--- config.mk ---
export PLATFORM = sky130hd
export DESIGN_NAME = tok_sem_bank
export DESIGN_NICKNAME = d
export VERILOG_FILES = /design/src/rtl/tok_sem_pkg.sv /design/src/rtl/tok_sem_decode.sv /design/src/rtl/tok_sem_cell.sv /design/src/rtl/tok_sem_hold.sv /design/src/rtl/tok_sem_bank.sv
export SDC_FILE = /design/constraint.sdc
export NUM_CORES = 1
export LEC_CHECK = 0
export BUFFER_PORTS_ARGS = -buffer_cell sky130_fd_sc_hd__buf_2
export CORE_MARGIN = 2
export CORE_UTILIZATION = 35
export DETAILED_ROUTE_END_ITERATION = 16
export HOLD_SLACK_MARGIN = 0.12
export PLACE_DENSITY = 0.58
export SYNTH_ARGS = -nofsm -noshare
export SYNTH_HDL_FRONTEND = slang
export SYNTH_SLANG_ARGS = --single-unit
--- constraint.sdc ---
create_clock -name clk -period 1.7 [get_ports clk]
set_input_delay 0.425 -clock clk [delete_from_list [all_inputs] [get_ports clk]]
set_output_delay 0.425 -clock clk [all_outputs]
set_load 0.05 [all_outputs]
--- src/rtl/tok_sem_pkg.sv ---
package tok_sem_pkg;

   // Which side wins a same-edge request for a free flag
   typedef enum logic {
      SIDE_A = 1'b0,
      SIDE_B = 1'b1
   } side_e;

   localparam int unsigned DEF_FLAGS  = 8;
   localparam int unsigned DEF_ADDR_W = 3;
   localparam int unsigned DEF_DATA_W = 16;

endpackage

--- src/rtl/tok_sem_decode.sv ---
// Turns one port's strobe, address and data bit 0 into per-flag
// request and release pulses.
module tok_sem_decode #(
   parameter int unsigned NUM_FLAGS = 8,
   parameter int unsigned ADDR_W    = 3
) (
   input  logic                 sel,
   input  logic                 we,
   input  logic [ADDR_W-1:0]    addr,
   input  logic                 wbit,
   output logic [NUM_FLAGS-1:0] req,
   output logic [NUM_FLAGS-1:0] rel
);

   logic [NUM_FLAGS-1:0] hit;

   for (genvar i = 0; i < NUM_FLAGS; i++) begin : g_hit
      assign hit[i] = sel && we && (addr == ADDR_W'(i));
      assign req[i] = hit[i] && !wbit;
      assign rel[i] = hit[i] &&  wbit;
   end

endmodule

--- src/rtl/tok_sem_cell.sv ---
// One token flag: a request latch per side plus ownership state.
module tok_sem_cell #(
   parameter tok_sem_pkg::side_e TIE_WINNER = tok_sem_pkg::SIDE_A
) (
   input  logic clk,
   input  logic rst_n,
   input  logic req_a,
   input  logic rel_a,
   input  logic req_b,
   input  logic rel_b,
   output logic own_a,
   output logic own_b,
   output logic want_a,
   output logic want_b
);

   logic want_a_q, want_b_q, own_a_q, own_b_q;
   logic want_a_d, want_b_d, own_a_d, own_b_d;
   logic tie_to_a;

   if (TIE_WINNER == tok_sem_pkg::SIDE_A) begin : g_tie_a
      assign tie_to_a = 1'b1;
   end else begin : g_tie_b
      assign tie_to_a = 1'b0;
   end

   always_comb begin
      want_a_d = req_a ? 1'b1 : (rel_a ? 1'b0 : want_a_q);
      want_b_d = req_b ? 1'b1 : (rel_b ? 1'b0 : want_b_q);
      own_a_d  = own_a_q;
      own_b_d  = own_b_q;
      if (own_a_q) begin
         if (!want_a_d) begin
            own_a_d = 1'b0;
            own_b_d = want_b_d;
         end
      end else if (own_b_q) begin
         if (!want_b_d) begin
            own_b_d = 1'b0;
            own_a_d = want_a_d;
         end
      end else if (want_a_d && want_b_d) begin
         own_a_d = tie_to_a;
         own_b_d = !tie_to_a;
      end else begin
         own_a_d = want_a_d;
         own_b_d = want_b_d;
      end
   end

   always_ff @(posedge clk or negedge rst_n) begin
      if (!rst_n) begin
         want_a_q <= 1'b0;
         want_b_q <= 1'b0;
         own_a_q  <= 1'b0;
         own_b_q  <= 1'b0;
      end else begin
         want_a_q <= want_a_d;
         want_b_q <= want_b_d;
         own_a_q  <= own_a_d;
         own_b_q  <= own_b_d;
      end
   end

   assign own_a  = own_a_q;
   assign own_b  = own_b_q;
   assign want_a = want_a_q;
   assign want_b = want_b_q;

endmodule

--- src/rtl/tok_sem_hold.sv ---
// Per-port read hold: captures the addressed flag view when a read
// opens and keeps it while select and output enable stay active.
module tok_sem_hold #(
   parameter int unsigned NUM_FLAGS = 8,
   parameter int unsigned ADDR_W    = 3,
   parameter int unsigned DATA_W    = 16
) (
   input  logic                 clk,
   input  logic                 rst_n,
   input  logic                 sel,
   input  logic                 oe,
   input  logic [ADDR_W-1:0]    addr,
   input  logic [NUM_FLAGS-1:0] view_one,
   output logic [DATA_W-1:0]    rdata
);

   logic rd_now, act_q, bit_q, pick;

   assign rd_now = sel && oe;
   assign pick   = (int'(addr) < NUM_FLAGS) ? view_one[addr] : 1'b1;

   always_ff @(posedge clk or negedge rst_n) begin
      if (!rst_n) begin
         act_q <= 1'b0;
         bit_q <= 1'b1;
      end else begin
         act_q <= rd_now;
         if (rd_now && !act_q) begin
            bit_q <= pick;
         end
      end
   end

   assign rdata = {DATA_W{bit_q}};

endmodule

--- src/rtl/tok_sem_bank.sv ---
module tok_sem_bank #(
   parameter int unsigned        NUM_FLAGS  = tok_sem_pkg::DEF_FLAGS,
   parameter int unsigned        ADDR_W     = tok_sem_pkg::DEF_ADDR_W,
   parameter int unsigned        DATA_W     = tok_sem_pkg::DEF_DATA_W,
   parameter tok_sem_pkg::side_e TIE_WINNER = tok_sem_pkg::SIDE_A
) (
   input  logic              clk,
   input  logic              rst_n,
   input  logic              a_sel,
   input  logic              a_oe,
   input  logic              a_we,
   input  logic [ADDR_W-1:0] a_addr,
   input  logic [DATA_W-1:0] a_wdata,
   output logic [DATA_W-1:0] a_rdata,
   input  logic              b_sel,
   input  logic              b_oe,
   input  logic              b_we,
   input  logic [ADDR_W-1:0] b_addr,
   input  logic [DATA_W-1:0] b_wdata,
   output logic [DATA_W-1:0] b_rdata
);

   localparam int unsigned ADDR_SPAN = 1 << ADDR_W;

   if (NUM_FLAGS < 2 || NUM_FLAGS > ADDR_SPAN) begin : g_bad_flags
      $error("tok_sem_bank: NUM_FLAGS must lie in 2..2**ADDR_W");
   end
   if (DATA_W < 1) begin : g_bad_width
      $error("tok_sem_bank: DATA_W must be at least 1");
   end

   logic [NUM_FLAGS-1:0] req_a, rel_a, req_b, rel_b;
   logic [NUM_FLAGS-1:0] own_a, own_b, want_a, want_b;

   tok_sem_decode #(.NUM_FLAGS(NUM_FLAGS), .ADDR_W(ADDR_W)) u_dec_a (
      .sel(a_sel), .we(a_we), .addr(a_addr), .wbit(a_wdata[0]),
      .req(req_a), .rel(rel_a)
   );

   tok_sem_decode #(.NUM_FLAGS(NUM_FLAGS), .ADDR_W(ADDR_W)) u_dec_b (
      .sel(b_sel), .we(b_we), .addr(b_addr), .wbit(b_wdata[0]),
      .req(req_b), .rel(rel_b)
   );

   for (genvar i = 0; i < NUM_FLAGS; i++) begin : g_flag
      tok_sem_cell #(.TIE_WINNER(TIE_WINNER)) u_cell (
         .clk(clk), .rst_n(rst_n),
         .req_a(req_a[i]), .rel_a(rel_a[i]),
         .req_b(req_b[i]), .rel_b(rel_b[i]),
         .own_a(own_a[i]), .own_b(own_b[i]),
         .want_a(want_a[i]), .want_b(want_b[i])
      );
   end

   tok_sem_hold #(.NUM_FLAGS(NUM_FLAGS), .ADDR_W(ADDR_W), .DATA_W(DATA_W)) u_hold_a (
      .clk(clk), .rst_n(rst_n), .sel(a_sel), .oe(a_oe), .addr(a_addr),
      .view_one(~own_a), .rdata(a_rdata)
   );

   tok_sem_hold #(.NUM_FLAGS(NUM_FLAGS), .ADDR_W(ADDR_W), .DATA_W(DATA_W)) u_hold_b (
      .clk(clk), .rst_n(rst_n), .sel(b_sel), .oe(b_oe), .addr(b_addr),
      .view_one(~own_b), .rdata(b_rdata)
   );

endmodule

# After elaboration in Yosys (flattened, before gate mapping)
# Index checks and enable logic that the tools add are counted.
# op_classes
muxes,116
order_cmp,2
bitwise,2
n_shift,0
mul,0
n_eq_ne,22
reduce_logical,68
n_addsub,0
div,0
# op_table
cell,count
$mux W1,114
$logic_and A1 B1 Y1,62
$eq A3 B3 Y1 const B,8
$ne A2 B2 Y1 const B,8
$not A8 Y8,2
$eq A3 B2 Y1 const B,4
$lt A3 B4 Y1 const B,2
$bmux W1 S3,2
$eq A3 B1 Y1 const B,2
$logic_not A3 Y1,2
$logic_not A1 Y1,4
# word_totals
ramBits,0
latch_bits,0
memories,0
output_inout_bits,32
ff_bits,36
mem_bits_ro,0
inputBits,46

# Logic depth before layout (Yosys ltp)
# Gate-level depths: netlist of the first run.
# logic_depth
ltp_word,9
ltp_mapped,5
mapped_depth_nobuf,4

# By module
# From an unflattened synthesis of the first run, not the netlist that was laid out.
# hier_totals
hier_cells,222
area_unflattened_um2,2092.0
# modules_own_cells
mod,area_per_inst_um2,cells_each,instances,seq_area_each_um2
tok_sem_cell,158.9,13,8,100.1
tok_sem_hold,264.0,28,2,51.3
tok_sem_decode,116.4,23,2,0.0
tok_sem_bank,60.1,16,1,0.0

# Least setup slack after synthesis of the first run
# OpenSTA, ideal clock, no wires.
# synth_timing
path_kind,input-to-reg
from,input b_addr[0]
to,register u_hold_b.bit_q
required_ps,1614
n_path_buf,1
arrival_time_ps,1480
setup_ps,86
slack_ps,134
cell_stages,4
path_cell_list,buf_6 > mux4_1 > mux2_2 > o31ai_2
# synth_via
elab_chain_cells,2
# synth_rtl
item,line_no,rtl
start: declaration,tok_sem_bank.sv:18,"input logic [ADDR_W-1:0] b_addr,"
$bmux W1 S3,tok_sem_hold.sv:20,assign pick = (int'(addr) < NUM_FLAGS) ? view_one[addr] : 1'b1;
$mux W1 (implied by the code),tok_sem_hold.sv:20,
end signal: assignment,tok_sem_hold.sv:29,bit_q <= pick;
end: declaration,tok_sem_hold.sv:17,"logic rd_now, act_q, bit_q, pick;"
# Every way passes these cells. The select of a mux whose other input is x is not followed.
# A chain may end at the register's enable or synchronous reset.

# Worst setup path after layout of the first run
# layout_timing
from,register u_hold_b.bit_q
to,output b_rdata[12]
# layout_lines
item,line_no,rtl
end: declaration,tok_sem_bank.sv:20,output logic [DATA_W-1:0] b_rdata
# No word-level cell between the ends.

==> metrics, run 1 <==
R2R Setup Slk=0.18 ns; CTS tree=built; Sw Pwr=1.41 mW; total power=3.20 mW; Synth async-reset ratio=100%; endpoints failing setup=0; Final Cycle Share=97.1%; first-pass GRT wire length=6890 um; CP max-delay cell=dfstp_2; fin worst setup slack=0.0487 ns; Initial Utilization=36.8%; Seq cells post-synth=36; Internal=1.79 mW; Worst Path Class, Setup=flop to output port; Layout Cells excl Fill=291; Post-Synth Adder-Cell Area=0%; Compound-Gate Fraction of Synth Area=15.3%; RSZ-0062 raised after global routing=true; Reg power frac=37.8%; EDFF count, synth=0; FP Rows=26; Max Clock Skew=0.00351 ns; clock sinks=36; Critical Path Start=u_hold_b.bit_q$_DFFE_PN1P_; Setup crit start kind=flop; CP cell instances=buf_2; largest family of logic cells by synthesized area=buffers and inverters; Fmax=606 MHz; Synth Instances=182; most frequent cells after synthesis=dfrtp_1, buf_4, inv_1, nand2_1, o21ai_0; post-synthesis sequential area ratio=47.2%; Crit. End Element=output port; switching share of power=44.1%; post-synthesis simple-gate area fraction=10.8%; clock share of power=19.8%; Pwr Density=1430 nW/um2; CP delay by family, top=flip-flops; nets=266; ys flop type=dfrtp_1; outcome=complete, no violations; largest cells by area after synthesis=dfrtp_1, buf_4, inv_1; routed vias=1438; largest net degree at the start of global routing=22; initial antenna violation count=0; reg2reg start=g_flag[4].u_cell.own_b$_DFFE_PN0P_; count leader, synth=dfrtp_1; GRT Util Overall=15.0%; initial DRC count=84; WL per Instance=14.0 um; number of H-tree levels=2; Slew headroom=64.1%; critical path peak fanout=17; Slowest Stage Delay on Critical Path=0.64 ns; cells on worst reg2reg path=3; Chip Height=78.0 um; Area growth syn-to-layout=16.7%; IO Count=78; Worst Path Required=1.27 ns; Tmin final=1.65 ns; Crit path arrival time=1.23 ns; Syn Area/Cell=10.5 um2; HP Class=primary input to flop; clock latency at the later pin of the worst-skew pair=0.29 ns; # port buffers=47; end of the critical path=b_rdata[12]; Hold Vio Cnt, Final=0; Static Leakage=1.11 nW; drt pass-1 iters=4; Post-Place Cells=282; CTS root buffer=clkbuf_8; Worst-Margin Slew=0.531 ns; Synth Net Count=228; Bufs and invs on worst path=1; Crit path depth=1; Clock Tree Buf Depth=2; Synth top area share=44.4%; Slew Viols, Final=0; Post-CTS Setup Bufs=0; drt via density=4.94; Die W=78.0 um; Core Area=5200 um2; TritonCTS buffer count=5; clock-pin transition on the worst setup and hold timing paths=0.07 ns; diode count=0; DRC=0; Worst VDD drop=0.561 mV; Netlist cell types=32; R2R Path End=u_hold_b.bit_q$_DFFE_PN1P_; Final HPWL DP=3060 um; gpl congestion=0.783; mux cell area share after synthesis=9.35%; Setup WS pre-CTS=-0.0682 ns; layout cells sized above 1=35.3%; Mapped Area=1910 um2; gr ovfl total=0; TNS Setup=0 ns; DRT antenna net count=0; Die ar.=6080 um2; vias in the first global route=1351; final WL=4060 um; MaxCap Viol Count=0; YS warnings=0; combinational share of power=42.4%; post-synth top area cell=dfrtp_1; Synth Area in XOR/XNOR=0%
metrics by stage:
stage | utilization, % | hold WS [ns] | instance area (um2)
2_1_floorplan | - | 0.129 | 1910
3_3_place_gp | 40.8 | 0.409 | 2120
3_5_place_dp | 40.8 | 0.407 | 2120
4_1_cts | 42.7 | 0.365 | 2220
5_1_grt | 42.9 | 0.391 | 2230
6_report | 42.9 | 0.371 | 2230
worst min-delay path by stage:
stage	start	endpoint	slack (ns)	cells past startpoint
floorplan	rst_n	g_flag[0].u_cell.own_a$_DFF_PN0_	0.13	0
global placement	u_hold_a.act_q$_DFF_PN0_	u_hold_a.bit_q$_DFFE_PN1P_	0.41	1
detailed placement	rst_n	g_flag[4].u_cell.want_a$_DFF_PN0_	0.41	1
CTS	a_oe	u_hold_a.act_q$_DFF_PN0_	0.37	3
global route	a_oe	u_hold_a.act_q$_DFF_PN0_	0.39	3
finish	a_oe	u_hold_a.act_q$_DFF_PN0_	0.37	3
power by group through the flow:
| stage | Combinational (mW) | Clock [mW] | Sequential (mW) |
|---|---|---|---|
| 4_1_cts | 1.35 | 0.658 | 1.22 |
| 3_5_place_dp | 1.35 | 0 | 1.23 |
| 5_1_grt | 1.44 | 0.693 | 1.25 |
| 2_1_floorplan | 1.27 | 0 | 1.19 |
| 6_report | 1.36 | 0.634 | 1.21 |
| 3_3_place_gp | 1.34 | 0 | 1.22 |
routing by layer:
layer	share of wire (%)	GRT usage, %
met3	7.5	5.23
met4	0.67	4.39
met1	46	19.9
met5	0	0
met2	46	23.1
layout by cell type (no fill, tap or decap):
master / netlist / routed
buf_2: 1 / 43
dfrtp_1: 34 / 34
or2b_1: 1 / 1
o22a_1: 4 / 4
nand3_1: 2 / 2
nand3b_4: 1 / 1
buf_12: 0 / 1
mux2i_1: 7 / 7
a21oi_1: 4 / 4
o32a_1: 4 / 4
clkbuf_8: 0 / 6
dlygate4sd3_1: 0 / 1
mux4_1: 2 / 2
nand2_1: 10 / 10
and2_1: 2 / 2
or3_1: 3 / 3
o41ai_1: 2 / 2
o31ai_2: 1 / 1
mux4_2: 2 / 2
nor4_1: 1 / 1
nand3b_1: 1 / 1
clkbuf_4: 0 / 4
nand2b_1: 3 / 3
o31ai_1: 9 / 9
clkbuf_1: 0 / 2
or2_1: 1 / 1
inv_1: 19 / 19
dfstp_2: 2 / 2
nor3_1: 4 / 4
buf_4: 32 / 17
nor2_1: 6 / 6
mux2_2: 1 / 1
and3_1: 3 / 3
o21ai_0: 10 / 10
a31oi_1: 8 / 8
final cells by class:
class	instances	area [um2]
multi-input cells	92	678
inverters	19	71.3
flip-flops and latches	36	903
repair buffers	66	403
well taps	70	87.6
clock buffers	8	90.1
fillers	529	2970
cells by family after synthesis:
kind of cell,after synthesis
buf+inv,54
flops,36
mux,12
simple gates,38
compound gates,42
flip-flops by register name, summed over array words and instances, names as in the netlist:
register	cells
g_flag.u_cell.own_a	8
g_flag.u_cell.own_b	8
g_flag.u_cell.want_a	8
g_flag.u_cell.want_b	8
u_hold_a.act_q	1
u_hold_a.bit_q	1
u_hold_b.act_q	1
u_hold_b.bit_q	1
timing repair:
action | CTS | global route
gates resized for setup | 0 | 4
endpoints found under the hold margin | 17 | 0
hold buffers | 1 | 0
setup endpoints to repair | 0 | 19
(Power assumes the default switching activity.)
==> inputs of run 2 (changes only) <==
--- a/config.mk
+++ b/config.mk
@@ -6,11 +6,12 @@
 export NUM_CORES = 1
 export LEC_CHECK = 0
 export BUFFER_PORTS_ARGS = -buffer_cell sky130_fd_sc_hd__buf_2
-export CORE_MARGIN = 2
+export CORE_MARGIN = 1
 export CORE_UTILIZATION = 35
 export DETAILED_ROUTE_END_ITERATION = 16
 export HOLD_SLACK_MARGIN = 0.12
 export PLACE_DENSITY = 0.58
+export RECOVER_POWER = 25
 export SYNTH_ARGS = -nofsm -noshare
 export SYNTH_HDL_FRONTEND = slang
 export SYNTH_SLANG_ARGS = --single-unit
==> run 2 against run 1 <==
Worst setup slack got worse by 0.0035 ns. Design area decreased by 1.5%. Fmax decreased by 0.21%. Largest cell class unchanged. Largest power group unchanged.
==> metrics, run 2 (synthesis gave the netlist of run 1 again) <==
combinational share of power=42.1% (-0.3 points); cells on worst reg2reg path=3 (unchanged); IO Count=78 (unchanged); reg2reg start=g_flag[5].u_cell.own_b$_DFFE_PN0P_; diode count=0 (unchanged); clock latency at the later pin of the worst-skew pair=0.29 ns (about the same); Hold Vio Cnt, Final=0 (unchanged); switching share of power=44.0% (-0.080 points); drt via density=4.84 (-2.0%); CP max-delay cell=dfstp_2; Tmin final=1.65 ns (+0.00346 ns); CP delay by family, top=flip-flops; DRC=0 (unchanged); # port buffers=47 (unchanged); Final Cycle Share=97.3% (+0.20 points); Chip Height=76.0 um (-2.6%); HP Class=primary input to flop; MaxCap Viol Count=0 (unchanged); Pwr Density=1450 nW/um2 (+0.99%); critical path peak fanout=17 (unchanged); commonest non-fill, non-tap cell in the layout=buf_2; most frequent cells in the layout=buf_2, dfrtp_1, inv_1, buf_4; routed vias=1390 (-3.3%); Die ar.=5770 um2 (-5.1%); Post-DP Area=2090 um2 (-1.4%); Sw Pwr=1.40 mW (-0.71%); Worst-Margin Slew=0.935 ns (+0.404 ns); nets=262 (-1.5%); Final Cell Area=2200 um2 (-1.5%); fin worst setup slack=0.0453 ns (-0.00346 ns); CTS root buffer=clkbuf_8; WL per Instance=13.4 um (-4.1%); gpl congestion=0.755 (-3.5%); Crit path arrival time=1.23 ns (about the same); Final HPWL DP=2970 um (-2.7%); Slew headroom=37.7% (-26 points); gr ovfl total=0 (unchanged); endpoints failing setup=0 (unchanged); GRT Util Overall=14.5% (-0.44 points); final WL=3840 um (-5.4%); number of H-tree levels=2 (unchanged); Initial Utilization=37.0% (+0.23 points); Core Area=5170 um2 (-0.62%); Worst Path Required=1.27 ns (about the same); Fmax=604 MHz (-0.21%); outcome=complete, no violations; Crit. End Element=output port; clock share of power=19.6% (-0.2 points); fill count=507 (-4.2%); Setup crit start kind=flop; end of the critical path=a_rdata[2]; vias in the first global route=1292 (-4.4%); CTS tree=built; CP cell instances=buf_2; Max Clock Skew=0.00265 ns (-0.000864 ns); RSZ-0062 raised after global routing=true; Post-CTS Setup Bufs=0 (unchanged); Crit path depth=1 (unchanged); first-pass GRT wire length=6450 um (-6.4%); TritonCTS buffer count=5 (unchanged); FP Rows=26 (unchanged); largest net degree at the start of global routing=22 (unchanged); Critical Path Start=u_hold_a.bit_q$_DFFE_PN1P_; clock-pin transition on the worst setup and hold timing paths=0.07 ns (about the same); Die W=76.0 um (-2.6%); Setup WS pre-CTS=-0.0794 ns (-0.0112 ns); DRT antenna net count=0 (unchanged); Clock Tree Buf Depth=2 (unchanged); Static Leakage=1.08 nW (-2.5%); Internal=1.78 mW (-0.39%); Slew Viols, Final=0 (unchanged); initial DRC count=31 (-63%); drt pass-1 iters=6 (+2); Worst VDD drop=0.669 mV (+19%); Reg power frac=38.3% (+0.5 points); layout cells sized above 1=32.7% (-2.6 points); clock sinks=36 (unchanged); R2R Setup Slk=0.20 ns (+0.02 ns); Area growth syn-to-layout=14.9%; Worst Path Class, Setup=flop to output port; Slowest Stage Delay on Critical Path=0.64 ns (about the same); R2R Path End=u_hold_b.bit_q$_DFFE_PN1P_; Bufs and invs on worst path=1 (unchanged); initial antenna violation count=0 (unchanged)
## run 2: changes by cell type in the layout (fill, tap and decap cells not counted)
cell	delta
clkbuf_1	+3
buf_2	-3
buf_4	-4
## run 2: layout make-up
| cell class | instances | area (um2) | area share (%) |
|---|---|---|---|
| Timing Repair Buffer | 62 | 369 | 16.8 |
| Tap cell | 70 | 87.6 | 3.98 |
| Sequential cell | 36 | 903 | 41.1 |
| Multi-Input combinational cell | 92 | 678 | 30.8 |
| Inverter | 19 | 71.3 | 3.24 |
| Clock buffer | 8 | 90.1 | 4.10 |
## run 2: worst min path at each step
stage                from                                  to  slack [ns]  cells past startpoint
floorplan           rst_n    g_flag[0].u_cell.own_a$_DFF_PN0_        0.13                      0
global placement    rst_n  g_flag[0].u_cell.own_b$_DFFE_PN0P_        0.37                      1
detailed placement  rst_n   g_flag[1].u_cell.want_a$_DFF_PN0_        0.37                      1
CTS                  a_oe            u_hold_a.act_q$_DFF_PN0_        0.38                      3
global route         b_oe            u_hold_b.act_q$_DFF_PN0_        0.39                      3
finish               a_oe            u_hold_a.act_q$_DFF_PN0_        0.38                      3
## run 2: power groups by stage
| stage | logic, mW | registers, mW | clock network, mW |
|---|---|---|---|
| floorplan | 1.27 | 1.19 | 0 |
| global route | 1.42 | 1.25 | 0.685 |
| global placement | 1.33 | 1.23 | 0 |
| CTS | 1.34 | 1.22 | 0.645 |
| detailed placement | 1.33 | 1.24 | 0 |
| finish | 1.34 | 1.22 | 0.625 |
## run 2: stage by stage
step           utilization [%]  cells  total power [mW]  hold WS (ns)  TNS (ns)
2_1_floorplan                -    182              2.46         0.129         0
5_1_grt                   42.5    287              3.35         0.395    -0.165
6_report                  42.5    287              3.18         0.381         0
4_1_cts                   42.4    287              3.20         0.381         0
3_3_place_gp              40.5    278              2.55         0.369    -0.137
3_5_place_dp              40.5    278              2.57         0.369    -0.150
## run 2: worst min-delay path, stage by stage
cell and delay, ns:
buf_2 0.08, nand2_1 0.07, inv_1 0.06
## run 2: timing repair
item                                    in CTS  in global routing
endpoints found under the hold margin       14                  0
hold buffers                                 1                  0
endpoints found under the setup margin       0                 19
gates resized for setup                      0                  4
## run 2: routing by layer
layer / GRT usage (%) / vias to the layer above / routed length [um]
met2: 22.9 / 53 / 1660
li1: - / 681 / -
met3: 3.25 / 6 / 200
met1: 19.7 / 650 / 1930
met5: 0 / - / 0
met4: 5.19 / 0 / 48
==> inputs of run 3 (changes only) <==
--- a/config.mk
+++ b/config.mk
@@ -10,7 +10,7 @@
 export CORE_UTILIZATION = 35
 export DETAILED_ROUTE_END_ITERATION = 16
 export HOLD_SLACK_MARGIN = 0.12
-export PLACE_DENSITY = 0.58
+export PLACE_DENSITY_LB_ADDON = 0.2
 export RECOVER_POWER = 25
 export SYNTH_ARGS = -nofsm -noshare
 export SYNTH_HDL_FRONTEND = slang
==> run 3 against run 2 <==
Flip-flop and latch count did not move. Clock power decreased by 0.6%. Die area unchanged. Critical path depth did not move. Design area up 0.85%. Critical path type unchanged.
==> metrics, run 3 (synthesis gave the netlist of run 1 again) <==
DRC=0 (unchanged); Layout Cells excl Fill=289 (+0.70%); Slew Viols, Final=0 (unchanged); Initial Utilization=37.0% (unchanged); Fmax=607 MHz (+0.37%); Worst Path Required=1.27 ns (about the same); Crit path arrival time=1.22 ns (about the same); gpl congestion=0.727 (-3.7%); M1 GR Usage=17.7% (-2.0 points); Max Clock Skew=0.00446 ns (+0.00181 ns); DRT antenna net count=0 (unchanged); Post-Place Cells=280 (+0.72%); Chip Height=76.0 um (unchanged); Post-CTS Setup Bufs=0 (unchanged); hold_ws=0.375 ns (-0.00550 ns); gr ovfl total=0 (unchanged); # port buffers=47 (unchanged); initial DRC count=68 (+120%); endpoints failing setup=0 (unchanged); FP Rows=26 (unchanged); largest net degree at the start of global routing=20 (-9.1%); IO Count=78 (unchanged); fin worst setup slack=0.0514 ns (+0.00609 ns); layout cells sized above 1=34.7% (+2.0 points); clock sinks=36 (unchanged); Setup WS pre-CTS=-0.0405 ns (+0.0389 ns); Clock Tree Buf Depth=2 (unchanged); Bufs and invs on worst path=1 (unchanged); number of H-tree levels=2 (unchanged); GRT Util Overall=14.2% (-0.37 points); first-pass GRT wire length=6310 um (-2.1%); vias in the first global route=1361 (+5.3%); CTS tree=built; Setup crit start kind=flop; CP cell instances=buf_2; initial antenna violation count=0 (unchanged); diode count=0 (unchanged); Pwr Density=1430 nW/um2 (-0.83%); MaxCap Viol Count=0 (unchanged); Final HPWL DP=2840 um (-4.6%); Hold Vio Cnt, Final=0 (unchanged); Tmin final=1.65 ns (-0.00609 ns); clock-pin transition on the worst setup and hold timing paths=0.07 ns (about the same); WL per Instance=12.8 um (-4.1%); HP Class=primary input to flop; routed vias=1394 (+0.29%); Static Leakage=1.10 nW (+1.7%); Area growth syn-to-layout=15.9%; drt pass-1 iters=4 (-2); Slew headroom=65.5% (+28 points); Worst Path Class, Setup=flop to output port; CP delay by family, top=flip-flops; drt via density=4.82 (-0.41%); Die W=76.0 um (unchanged); most frequent cells in the layout=buf_2, dfrtp_1, inv_1, buf_4; CP max-delay cell=dfstp_2; RSZ-0062 raised after global routing=true; Worst-Margin Slew=0.518 ns (-0.417 ns); Die ar.=5770 um2 (unchanged); clock latency at the later pin of the worst-skew pair=0.28 ns (about the same); met3 usage=3.25% (unchanged); outcome=complete, no violations; Slowest Stage Delay on Critical Path=0.64 ns (about the same); critical path peak fanout=17 (unchanged); R2R Setup Slk=0.21 ns (about the same); Worst VDD drop=0.703 mV (+5.0%); M2 GR Usage=23.9% (+1.0 points); Crit. End Element=output port; CTS root buffer=clkbuf_8; TritonCTS buffer count=5 (unchanged); most used routing layer=met2; Final Cycle Share=97.0% (-0.36 points); commonest non-fill, non-tap cell in the layout=buf_2; final WL=3710 um (-3.5%); Core Area=5170 um2 (unchanged); nets=264 (+0.76%)
run 3: cell types whose count changed in the layout (fill, tap and decap cells not counted), sizes merged:
| cell | previous run | this run |
|---|---|---|
| buf | 54 | 56 |
| clkbuf | 15 | 13 |
| clkinv | 0 | 2 |
run 3: metal layers:
metal  part of all wire (%)  up-vias
met3                    4.7        2
met5                      0        -
li1                       -      691
met1                     48      656
met2                     47       45
met4                   0.73        0
run 3: layout make-up:
cell class                 count  area [um2]
sequential                    36         903
fill                         510        2950
clock buffer                   6        82.6
clock inverter                 2        10.0
tap                           70        87.6
inverter                      19        71.3
multi-input combinational     92         678
timing repair buffer          64         385
run 3: power by group:
| part | total (mW) | switching (mW) | internal [mW] |
|---|---|---|---|
| Combinational | 1.36 | 0.962 | 0.394 |
| Clock | 0.621 | 0.298 | 0.323 |
| Sequential | 1.21 | 0.138 | 1.07 |
run 3: worst paths after layout:
check | from | end | depth (start not counted)
worst max-delay path | u_hold_a.bit_q$_DFFE_PN1P_ | a_rdata[14] | 1
worst min-delay path | a_oe | u_hold_a.act_q$_DFF_PN0_ | 3
worst max register to register | g_flag[5].u_cell.own_b$_DFFE_PN0P_ | u_hold_b.bit_q$_DFFE_PN1P_ | 3
worst min register to register | u_hold_a.act_q$_DFF_PN0_ | u_hold_a.bit_q$_DFFE_PN1P_ | 1
max in group asynchronous | rst_n | u_hold_b.bit_q$_DFFE_PN1P_ | 3
min in group asynchronous | rst_n | g_flag[4].u_cell.want_b$_DFF_PN0_ | 2
run 3: stage by stage:
step | util (%) | TNS, ns | cell area, um2 | power, mW
after floorplan | - | 0 | 1910 | 2.46
after global placement | 40.8 | -0.0302 | 2110 | 2.57
after detailed placement | 40.8 | -0.0414 | 2110 | 2.58
after CTS | 42.7 | 0 | 2210 | 3.21
after global routing | 42.9 | -0.128 | 2220 | 3.36
final | 42.9 | 0 | 2220 | 3.18
run 3: what timing repair did:
action,in CTS,in global routing
hold buffers,1,0
gates resized for setup,0,4
endpoints found under the setup margin,0,21
hold endpoints to repair,18,0
